`src/rtl/tlb_xlate.sv`:
```
module tlb_xlate #(
  parameter int VA_W     = 20,
  parameter int PA_W     = 18,
  parameter int OFF_W    = 12,
  parameter int SET_BITS = 2
) (
  input  logic                    clk,
  input  logic                    rst_n,
  input  logic                    flush,
  input  logic                    req_valid,
  output logic                    req_ready,
  input  logic [VA_W-1:0]         req_va,
  output logic                    rsp_valid,
  output logic [PA_W-1:0]         rsp_pa,
  output logic                    rsp_fault,
  output logic                    pt_rd_en,
  output logic [VA_W-OFF_W-1:0]   pt_rd_idx,
  input  logic                    pt_rd_present,
  input  logic [PA_W-OFF_W-1:0]   pt_rd_ppn
);
  localparam int VPN_W = VA_W - OFF_W;
  localparam int PPN_W = PA_W - OFF_W;
  localparam int TAG_W = VPN_W - SET_BITS;
  localparam int SETS  = 1 << SET_BITS;

  typedef enum logic [1:0] {S_IDLE, S_READ, S_FILL} state_t;

  state_t              state_q;
  logic [VPN_W-1:0]    vpn_q;
  logic [OFF_W-1:0]    off_q;
  logic [1:0]          vld_q [SETS];
  logic [TAG_W-1:0]    tag_q [SETS][2];
  logic [PPN_W-1:0]    ppn_q [SETS][2];
  logic [SETS-1:0]     lru_q;

  logic                accept;
  logic [SET_BITS-1:0] set_in, set_f;
  logic [TAG_W-1:0]    tag_in;
  logic [1:0]          hit_w;
  logic                hit, hit_way, victim;

  assign req_ready = (state_q == S_IDLE) && !flush;
  assign accept    = req_valid && req_ready;
  assign set_in    = req_va[OFF_W +: SET_BITS];
  assign tag_in    = req_va[OFF_W+SET_BITS +: TAG_W];

  for (genvar w = 0; w < 2; w++) begin : g_cmp
    assign hit_w[w] = vld_q[set_in][w] && (tag_q[set_in][w] == tag_in);
  end

  assign hit     = |hit_w;
  assign hit_way = hit_w[1];
  assign set_f   = vpn_q[SET_BITS-1:0];
  assign victim  = !vld_q[set_f][0] ? 1'b0 :
                   !vld_q[set_f][1] ? 1'b1 : lru_q[set_f];

  assign pt_rd_en  = (state_q == S_READ);
  assign pt_rd_idx = vpn_q;

  always_ff @(posedge clk) begin
    if (!rst_n) begin
      state_q   <= S_IDLE;
      rsp_valid <= 1'b0;
      rsp_pa    <= '0;
      rsp_fault <= 1'b0;
      vpn_q     <= '0;
      off_q     <= '0;
      lru_q     <= '0;
      for (int s = 0; s < SETS; s++) begin
        vld_q[s] <= 2'b00;
        for (int w = 0; w < 2; w++) begin
          tag_q[s][w] <= '0;
          ppn_q[s][w] <= '0;
        end
      end
    end else begin
      rsp_valid <= 1'b0;
      case (state_q)
        S_IDLE: if (accept) begin
          vpn_q <= req_va[VA_W-1:OFF_W];
          off_q <= req_va[OFF_W-1:0];
          if (hit) begin
            rsp_valid      <= 1'b1;
            rsp_fault      <= 1'b0;
            rsp_pa         <= {ppn_q[set_in][hit_way], req_va[OFF_W-1:0]};
            lru_q[set_in]  <= ~hit_way;
          end else begin
            state_q <= S_READ;
          end
        end
        S_READ: state_q <= S_FILL;
        S_FILL: begin
          state_q   <= S_IDLE;
          rsp_valid <= 1'b1;
          rsp_fault <= !pt_rd_present;
          rsp_pa    <= pt_rd_present ? {pt_rd_ppn, off_q} : '0;
          if (pt_rd_present) begin
            vld_q[set_f][victim] <= 1'b1;
            tag_q[set_f][victim] <= vpn_q[VPN_W-1:SET_BITS];
            ppn_q[set_f][victim] <= pt_rd_ppn;
            lru_q[set_f]         <= ~victim;
          end
        end
        default: state_q <= S_IDLE;
      endcase
      if (flush) begin
        for (int s = 0; s < SETS; s++) vld_q[s] <= 2'b00;
      end
    end
  end
endmodule

```
`config.mk`:
```
export PLATFORM = sky130hd
export DESIGN_NAME = tlb_xlate
export DESIGN_NICKNAME = d
export VERILOG_FILES = /design/src/rtl/tlb_xlate.sv
export SDC_FILE = /design/constraint.sdc
export NUM_CORES = 1
export LEC_CHECK = 0
export BUFFER_PORTS_ARGS = -buffer_cell sky130_fd_sc_hd__buf_4
export CORE_UTILIZATION = 50
export CTS_BUF_LIST = sky130_fd_sc_hd__clkbuf_8
export DETAILED_ROUTE_END_ITERATION = 7
export PLACE_DENSITY = 0.73
export SLEW_MARGIN = 20
export SYNTH_ARGS = -nofsm -noshare
export SYNTH_HDL_FRONTEND = slang
export SYNTH_SLANG_ARGS = --single-unit
```
`constraint.sdc`:
```
create_clock -name clk -period 2.9 [get_ports clk]
set_input_delay 0.58 -clock clk [delete_from_list [all_inputs] [get_ports clk]]
set_output_delay 0.58 -clock clk [all_outputs]
set_load 0.02 [all_outputs]
```
==> results of run 1 <==
[how the worst max path moves through the flow]
stage	from	to	slack, ns
6_report	flip-flop	ppn_q[3][5]	0.17
3_5_place_dp	req_va[12]	rsp_pa[17]	-0.14
5_1_grt	flip-flop	tag_q[2][2]	0.02
3_3_place_gp	req_va[12]	lru_q[1]	-0.06
2_1_floorplan	pt_rd_idx[0]	ppn_q[1][10]	0.11
4_1_cts	flip-flop	tag_q[1][1]	0.22
[per-stage QoR]
step                hold slack, ns  TNS [ns]  cell area (um^2)  power [mW]
detailed placement          0.4581    -1.990              7632       2.787
floorplan                   0.4366         0              6969       2.643
global route                0.3483         0              8122       4.850
CTS                         0.3413         0              8122       4.724
finish                      0.3692         0              8122       4.702
global placement            0.4430   -0.8032              7632       2.774
[metal layers]
layer	routed length, um	GRT usage (%)
met1	6974	31.46
met2	7972	38.65
met3	843	5.276
met4	358	9.141
met5	0	0
[cell families after synthesis]
| group | count (synthesis) | share of synthesized area, % |
|---|---|---|
| xor+xnor | 14 | 1.759 |
| simple gates | 250 | 18.15 |
| buf+inv | 44 | 3.860 |
| mux | 44 | 11.26 |
| compound gates | 77 | 7.523 |
| flops | 152 | 57.45 |
[final cells by class]
| cell class | count | area (um^2) |
|---|---|---|
| fillers | 1093 | 5279 |
| flip-flops and latches | 152 | 4004 |
| well taps | 176 | 220.2 |
| multi-input cells | 385 | 2704 |
| inverters | 3 | 11.26 |
| clock buffers | 17 | 234.0 |
| clock inverters | 15 | 255.2 |
| repair buffers | 89 | 693.2 |
[power by group through the flow]
stage | clock, mW | sequential (mW) | combinational (mW)
final | 1.96 | 2.39 | 0.343
after global routing | 2.08 | 2.40 | 0.369
after CTS | 1.99 | 2.39 | 0.345
after detailed placement | 0 | 2.44 | 0.343
after global placement | 0 | 2.44 | 0.336
after floorplan | 0 | 2.44 | 0.198
[flip-flops by register name, indices dropped and copies added, names as in the netlist, named ones only]
register / cells
state_q: 2
rsp_fault: 1
lru_q: 4
off_q: 12
rsp_valid: 1
ppn_q: 48
rsp_pa: 18
vld_q: 8
tag_q: 48
pt_rd_idx: 8
[Yosys cell counts (all sizes together)]
cell,n,area (um^2)
o31ai,1,7.510
edfxtp,96,2883
nand2b,6,37.54
nand4b,2,17.52
o2111ai,1,8.760
nor3,7,35.03
a21oi,21,108.9
and4,1,8.760
mux2,6,67.56
mux4,26,596.8
nor2,18,67.56
a41oi,1,8.760
o221a,2,22.52
xnor2,8,70.07
clkbuf,25,93.84
nand3,14,70.07
inv,3,11.26
and2,98,613.1
mux2i,12,120.1
o21ai,10,50.05
nor4,1,6.260
xor2,6,52.55
a32o,3,30.03
a21boi,21,157.7
o32a,2,20.02
nand2,96,360.4
and3,1,6.260
dfxtp,56,1121
nor2b,3,18.77
o22ai,3,18.77
a22o,1,8.760
o21bai,2,15.01
a21o,1,7.510
o211ai,7,52.55
or4,1,11.26
nand4,2,12.51
o21a,1,7.510
buf,16,163.9
[worst max-delay path, cell delays in order, from the launching register on]
cell      delay, ns
dfxtp_1        0.39
mux4_2         0.52
a21boi_0       0.32
nand2_1        0.23
nor2_1         0.89
and2_1         0.24
==> results.yml, run 1 <==
floorplan:
  ioPinCount: 61
  die_y_um: 120.1
  core_um2: 13400
  die_w_um: 120.1
  row_count: 42
  initial_utilization_pct: 52.01
  die_area_um2: 14410
clock_tree:
  cts_setup_buffers: 0
  numCtsBuffers: 17
  path_clk_slew_ns: 0.08
  cts_tree: "done"
  cts_sinks: 152
  cts.htree.levels: 4
  cts_root_buf: "clkbuf_8"
  ctsResizeCount: 0
  clock_latency_ns: 0.45
  cts_buffer_depth: 2
  cts_hold_buf: 0
power:
  p_comb_share_pct: 7.3
  ir_worst_vdd_mv: 0.3921
  p_clk_share_pct: 41.8
  intPower_mw: 3.692
  seqPwrFrac_pct: 50.9
  p_sw_mw: 1.010
  cellLeakagePower_nw: 3.027
  power_per_cell_area_nw_per_um2: 579.0
  switching_share_pct: 21.49
logic_synthesis:
  yosysWarnings: 0
  synth-seq-cells: 152
  synth_cells: 581
  yosysSeqAreaShare_pct: 57.45
  syn-num-nets: 612
  synth.cell_area_um2: 6969
  synth.avg_cell_area_um2: 12.00
  yosysUniqueCellTypes: 42
routing:
  avgViaCountPerCell: 5.706
  drc: 0
  vias: 4776
  dr.pass1.iters: 5
  wl_per_cell_um: 19.29
  wirelength_um: 16150
  initialDrtViolationCount: 384
  final_antenna_net_count: 0
global_route:
  grt_max_degree: 70
  antenna_found_initial: 0
  grt_pass1_wl_um: 25470
  grt_usage_pct: 23.92
  overflow: 0
  grt_pass1_vias: 4636
setup_path:
  path_class: "reg2reg"
  reg2regPathDepth: 5
  arrival_ns: 3.05
  crit_fanout: 13
  reg2reg_to: "ppn_q[3][5]"
  required_ns: 3.22
  endpoint_kind: "flip-flop"
  r2r_setup_slack_ns: 0.17
  start_kind: "flip-flop"
flow_run:
  cap_violations: 0
final_layout:
  final_cell_mix: "98 x and2_1, 96 x nand2_1, 96 x edfxtp_1, 87 x buf_4, 56 x dfxtp_1"
  diodes: 0
  fin_nets: 679
  area_growth_pct: 16.54
  drive_above_1_share_pct: 21.94
  finalNonFillerCells: 837
  final_common_cell: "and2_1"
  postLayoutCoreUtil_pct: 60.61
timing:
  max-slew-margin-rel_pct: 26.25
  drv_slew: 0
  rsz0062_at_grt: "no"
  skew_ns: 0.006730
  finalCritPeriodShare_pct: 94.17
  finalSetupViolCount: 0
  worst_slack_ns: 0.1691
  hold_viol: 0
  worstMarginPinSlew_ns: 1.102
  fmax_mhz: 366.2
  layout_min_cycle_time_ns: 2.731
placement:
  dpl.hpwl_um: 10520
  dp.cells: 805
  place.port_buffers: 60
  place_congestion: 0.8005
  pre_cts_slack_ns: -0.1378
hold_path:
  min_to: "vld_q[1][1]"
  hp-class: "in2reg"
  whs_path_depth: 2
  hp-start: "flush"
outcome:
  outcome: "completed"
Note: power is estimated with default switching activity, not from simulation.
==> inputs of run 2 (changes only) <==
Settings changed: CORE_UTILIZATION 50 to 23, PLACE_DENSITY 0.73 to 0.42.
==> run 2 against run 1 <==
Clock power is 16% lower. Global-route usage is 12 points lower. Power is 6.4% lower. Critical path type unchanged. Critical path depth is 5 higher. Largest power group unchanged. Critical endpoint is now lru_q[1]. Sequential cell count stayed put. Register-to-register slack hardly changed. Routed wire length is 15% higher. Sequential power hardly changed. Sequential share of layout area is 2.4 points lower. Utilization is 32 points lower. Largest cell class unchanged.
==> results.yml, run 2 (synthesis gave the netlist of run 1 again) <==
clock_tree:
  cts_buffer_depth: 2
  cts.htree.levels: 4
  cts_hold_buf: 0
  ctsResizeCount: 0
  cts_setup_buffers: 0
  numCtsBuffers: 17
  path_clk_slew_ns: 0.09
  cts_sinks: 152
  cts_root_buf: "clkbuf_8"
  cts_tree: "done"
  clock_latency_ns: 0.45
timing:
  drv_slew: 0
  fmax_mhz: 367.3
  worstMarginPinSlew_ns: 0.6764
  max-slew-margin-rel_pct: 54.90
  skew_ns: 0.01865
  hold_viol: 0
  layout_min_cycle_time_ns: 2.723
  worst_slack_ns: 0.1773
  finalSetupViolCount: 0
  rsz0062_at_grt: "no"
  finalCritPeriodShare_pct: 93.88
placement:
  place_congestion: 0.7544
  dpl_cell_area_um2: 8138
  dpl.hpwl_um: 13450
  place.port_buffers: 60
  pre_cts_slack_ns: -0.3478
global_route:
  grt_usage_pct: 12.38
  grt_pass1_wl_um: 28490
  overflow: 0
  antenna_found_initial: 0
  grt_pass1_vias: 4975
  grt_max_degree: 70
power:
  ir_worst_vdd_mv: 0.2935
  power_per_cell_area_nw_per_um2: 515.4
  cellLeakagePower_nw: 3.142
routing:
  avgViaCountPerCell: 4.377
  initialDrtViolationCount: 316
  vias: 4731
  dr.pass1.iters: 4
  wl_per_cell_um: 17.20
  drc: 0
  wirelength_um: 18590
  final_antenna_net_count: 0
final_layout:
  final_cell_mix: "116 x buf_4, 98 x and2_1, 96 x nand2_1, 96 x edfxtp_1, 56 x dfxtp_1"
  design_area_um2: 8541
  final_common_cell: "buf_4"
  diodes: 0
  drive_above_1_share_pct: 25.18
  fin_nets: 709
  fillCellCount: 3026
  reg_top3: "ppn_q x48, tag_q x48, rsp_pa x18"
  area_growth_pct: 22.55
hold_path:
  hp-class: "in2reg"
setup_path:
  crit_path_top_delay_cell: "mux4_1"
  cpMostUsedCell: "buf_4"
  start_kind: "flip-flop"
  endpoint_kind: "flip-flop"
  worstPathCellList: "mux4_1 > xor2_1 > nor4_1 > buf_4 > nand4_1 > buf_4 > a21oi_4 > buf_12 > o22ai_1 > a32o_1"
  required_ns: 3.23
  path_class: "reg2reg"
  crit_fanout: 23
  max_stage_delay_ns: 0.51
  arrival_ns: 3.06
floorplan:
  ioPinCount: 61
  die_area_um2: 31000
  die_y_um: 176.1
  row_count: 63
  core_um2: 29720
  die_w_um: 176.1
  initial_utilization_pct: 23.45
outcome:
  outcome: "completed"
flow_run:
  cap_violations: 0
-- run 2: changes by cell type in the layout (fill, tap and decap cells not counted), sizes merged --
cell	change
clkinv	+1
inv	+1
buf	+30
clkbuf	+3
bufinv	-5
-- run 2: worst paths after layout --
path,from,endpoint,slack (ns),depth (start not counted)
max,tag_q[0][8],lru_q[1],0.18,10
min,flush,vld_q[2][0],0.39,2
min reg2reg,off_q[4],off_q[4],0.47,2
max reg2reg,tag_q[0][8],lru_q[1],0.18,10
-- run 2: layer usage --
layer | GRT usage (%) | share of wire (%)
met5 | 0 | 0
met4 | 4.239 | 1.8
met3 | 2.347 | 3.1
met2 | 21.13 | 49
met1 | 15.57 | 46
-- run 2: power breakdown --
part           switching, mW  leakage, nW  internal (mW)
clock                  0.807        0.204          0.829
sequential            0.0357         1.45           2.36
combinational          0.207         1.49          0.166
-- run 2: layout make-up --
class	count	area, um^2	share of cell area [%]
well taps	390	488.0	5.713
clock buffers	20	275.3	3.223
inverters	3	11.26	0.1318
clock inverters	12	127.6	1.494
repair buffers	119	930.9	10.90
multi-input cells	385	2704	31.66
flip-flops and latches	152	4004	46.88
-- run 2: critical path: cells and delay by family, from the launching register on --
kind / cells / cell delay, ns
AO/OA/AOI/OAI: 3 / 0.49
AND/OR/NAND/NOR: 2 / 0.49
buffers and inverters: 3 / 0.57
XOR/XNOR: 1 / 0.16
flip-flops: 1 / 0.39
multiplexers: 1 / 0.51
-- run 2: stage by stage --
step           power, mW  hold slack, ns  TNS (ns)  std cells  utilization (%)
6_report           4.402          0.3887         0       1081            28.74
5_1_grt            4.580          0.3587         0       1081            28.74
4_1_cts            4.465          0.3528         0       1081            28.74
3_5_place_dp       2.826          0.4585    -7.150       1049            27.38
3_3_place_gp       2.820          0.4543    -5.865       1049            27.38
2_1_floorplan      2.643          0.4366         0        581                -
==> inputs of run 3 (changes only) <==
Settings changed: CORE_UTILIZATION 23 to 55, PLACE_DENSITY 0.42 to 0.78, REMOVE_ABC_BUFFERS from default to 1.
==> run 3 against run 2 <==
Register-to-register slack improved by 0.07 ns. Fmax decreased by 0.94%. Setup slack worse by 0.026 ns. Final area shrank 5.4%. Critical endpoint is now rsp_pa[16]. Largest cell class unchanged. Highest routed layer unchanged.
==> results.yml, run 3 (synthesis gave the netlist of run 1 again) <==
setup_path:
  cpMostUsedCell: "buf_12"
  start_kind: "input pin"
  worstPathCellList: "buf_4 > mux4_1 > xor2_1 > nor4_1 > nand4_1 > a21oi_4 > buf_12 > buf_12 > nand3_1 > o211ai_1"
  required_ns: 3.26
  r2r_setup_slack_ns: 0.25
  reg2regPathDepth: 9
  r2r-start: "tag_q[3][7]"
  reg2reg_to: "rsp_pa[16]"
  arrival_ns: 3.11
  max_stage_delay_ns: 0.60
  crit_fanout: 19
  crit_path_top_delay_cell: "mux4_1"
  endpoint_kind: "flip-flop"
  path_class: "in2reg"
flow_run:
  cap_violations: 0
clock_tree:
  cts_hold_buf: 0
  cts.htree.levels: 4
  cts_setup_buffers: 0
  ctsResizeCount: 0
  cts_root_buf: "clkbuf_8"
  cts_sinks: 152
  path_clk_slew_ns: 0.08
  cts_buffer_depth: 2
  clock_latency_ns: 0.44
  numCtsBuffers: 17
  cts_tree: "done"
global_route:
  grt_pass1_vias: 4787
  use_met1_pct: 33.30
  grt_pass1_wl_um: 25020
  antenna_found_initial: 0
  grt_usage_pct: 26.34
  globalRouteMet3Util_pct: 5.135
  busiest_layer: "met2"
  use_met2_pct: 44.08
  grt_max_degree: 70
  overflow: 0
floorplan:
  initial_utilization_pct: 57.30
  die_w_um: 114.6
  ioPinCount: 61
  die_y_um: 114.6
  die_area_um2: 13130
  row_count: 40
  core_um2: 12160
power:
  power_per_cell_area_nw_per_um2: 529.2
  p_comb_share_pct: 8.3
  ir_worst_vdd_mv: 0.3356
  seqPwrFrac_pct: 55.9
  p_clk_share_pct: 35.8
  total_power_mw: 4.276
  cellLeakagePower_nw: 3.064
  intPower_mw: 3.317
  p_sw_mw: 0.9590
  switching_share_pct: 22.43
final_layout:
  reg_top3: "ppn_q x48, tag_q x48, rsp_pa x18"
  area_growth_pct: 15.94
  multi_input_area_um2: 2704
  fin_nets: 690
  finalNonFillerCells: 840
  drive_above_1_share_pct: 22.17
  final_cell_mix: "98 x and2_1, 98 x buf_4, 96 x nand2_1, 96 x edfxtp_1, 56 x dfxtp_1"
  diodes: 0
  seqCellArea_um2: 4004
  fillCellCount: 901
timing:
  skew_ns: 0.01250
  rsz0062_at_grt: "no"
  fmax_mhz: 363.8
  finalSetupViolCount: 0
  layout_min_cycle_time_ns: 2.748
  worstMarginPinSlew_ns: 0.6401
  finalCritPeriodShare_pct: 94.77
  drv_slew: 0
  hold_viol: 0
  max-slew-margin-rel_pct: 57.32
placement:
  place.port_buffers: 60
  dpl.hpwl_um: 10860
  place_congestion: 0.8098
  dp.cells: 808
routing:
  wl_per_cell_um: 18.97
  initialDrtViolationCount: 401
  vias: 4852
  wirelength_um: 15940
  final_antenna_net_count: 0
  dr.pass1.iters: 5
  avgViaCountPerCell: 5.776
  drc: 0
hold_path:
  hp-start: "flush"
  whs_path_depth: 2
  min_to: "vld_q[1][1]"
  hp-class: "in2reg"
outcome:
  outcome: "completed"
-- run 3: changes by cell type in the layout (fill, tap and decap cells not counted), sizes merged --
cell / delta
inv: +7
clkinv: -5
buf: -19
clkinvlp: -2
-- run 3: how the worst max path moves through the flow --
stage / start / slack (ns) / depth (start not counted) / to
floorplan: req_va[12] / -0.45 / 7 / lru_q[1]
global placement: req_va[12] / -0.23 / 9 / lru_q[1]
detailed placement: req_va[12] / -0.28 / 10 / rsp_pa[12]
CTS: req_va[12] / 0.19 / 10 / rsp_pa[16]
global route: req_va[12] / 0.05 / 10 / rsp_pa[12]
finish: req_va[12] / 0.15 / 10 / rsp_pa[16]
-- run 3: layout make-up --
| class | instances | area share, % |
|---|---|---|
| Sequential cell | 152 | 49.55 |
| Multi-Input combinational cell | 385 | 33.46 |
| Timing Repair Buffer | 100 | 9.600 |
| Clock buffer | 20 | 3.407 |
| Tap cell | 168 | 2.601 |
| Clock inverter | 12 | 1.239 |
| Inverter | 3 | 0.1394 |
-- run 3: worst max-delay path: cells and delay by family --
family	cells	cell delay [ns]
AO/OA/AOI/OAI	2	0.40
AND/OR/NAND/NOR	3	0.76
XOR/XNOR	1	0.17
buffers and inverters	3	0.57
multiplexers	1	0.60
-- run 3: power groups by stage --
stage | clock, mW | sequential [mW] | combinational, mW
after global placement | 0 | 2.43 | 0.347
final | 1.53 | 2.39 | 0.354
after floorplan | 0 | 2.45 | 0.152
after detailed placement | 0 | 2.44 | 0.354
after global routing | 1.63 | 2.40 | 0.380
after CTS | 1.55 | 2.39 | 0.354
-- run 3: stage by stage --
| step | worst slack (ns) | utilization, % | hold slack, ns | cell area (um^2) | setup TNS [ns] |
|---|---|---|---|---|---|
| after floorplan | -0.4482 | - | 0.4366 | 6711 | -9.212 |
| after global placement | -0.2254 | 63.35 | 0.4453 | 7705 | -4.542 |
| after detailed placement | -0.2803 | 63.35 | 0.4519 | 7705 | -5.797 |
| after CTS | 0.1929 | 66.44 | 0.3417 | 8080 | 0 |
| after global routing | 0.05291 | 66.44 | 0.3443 | 8080 | 0 |
| final | 0.1516 | 66.44 | 0.3648 | 8080 | 0 |
-- run 3: layer usage --
| layer | up-vias | part of all wire, % |
|---|---|---|
| met5 | - | 0 |
| met4 | 0 | 2.6 |
| met3 | 33 | 6.0 |
| met2 | 187 | 50 |
| met1 | 2415 | 42 |
| li1 | 2217 | - |
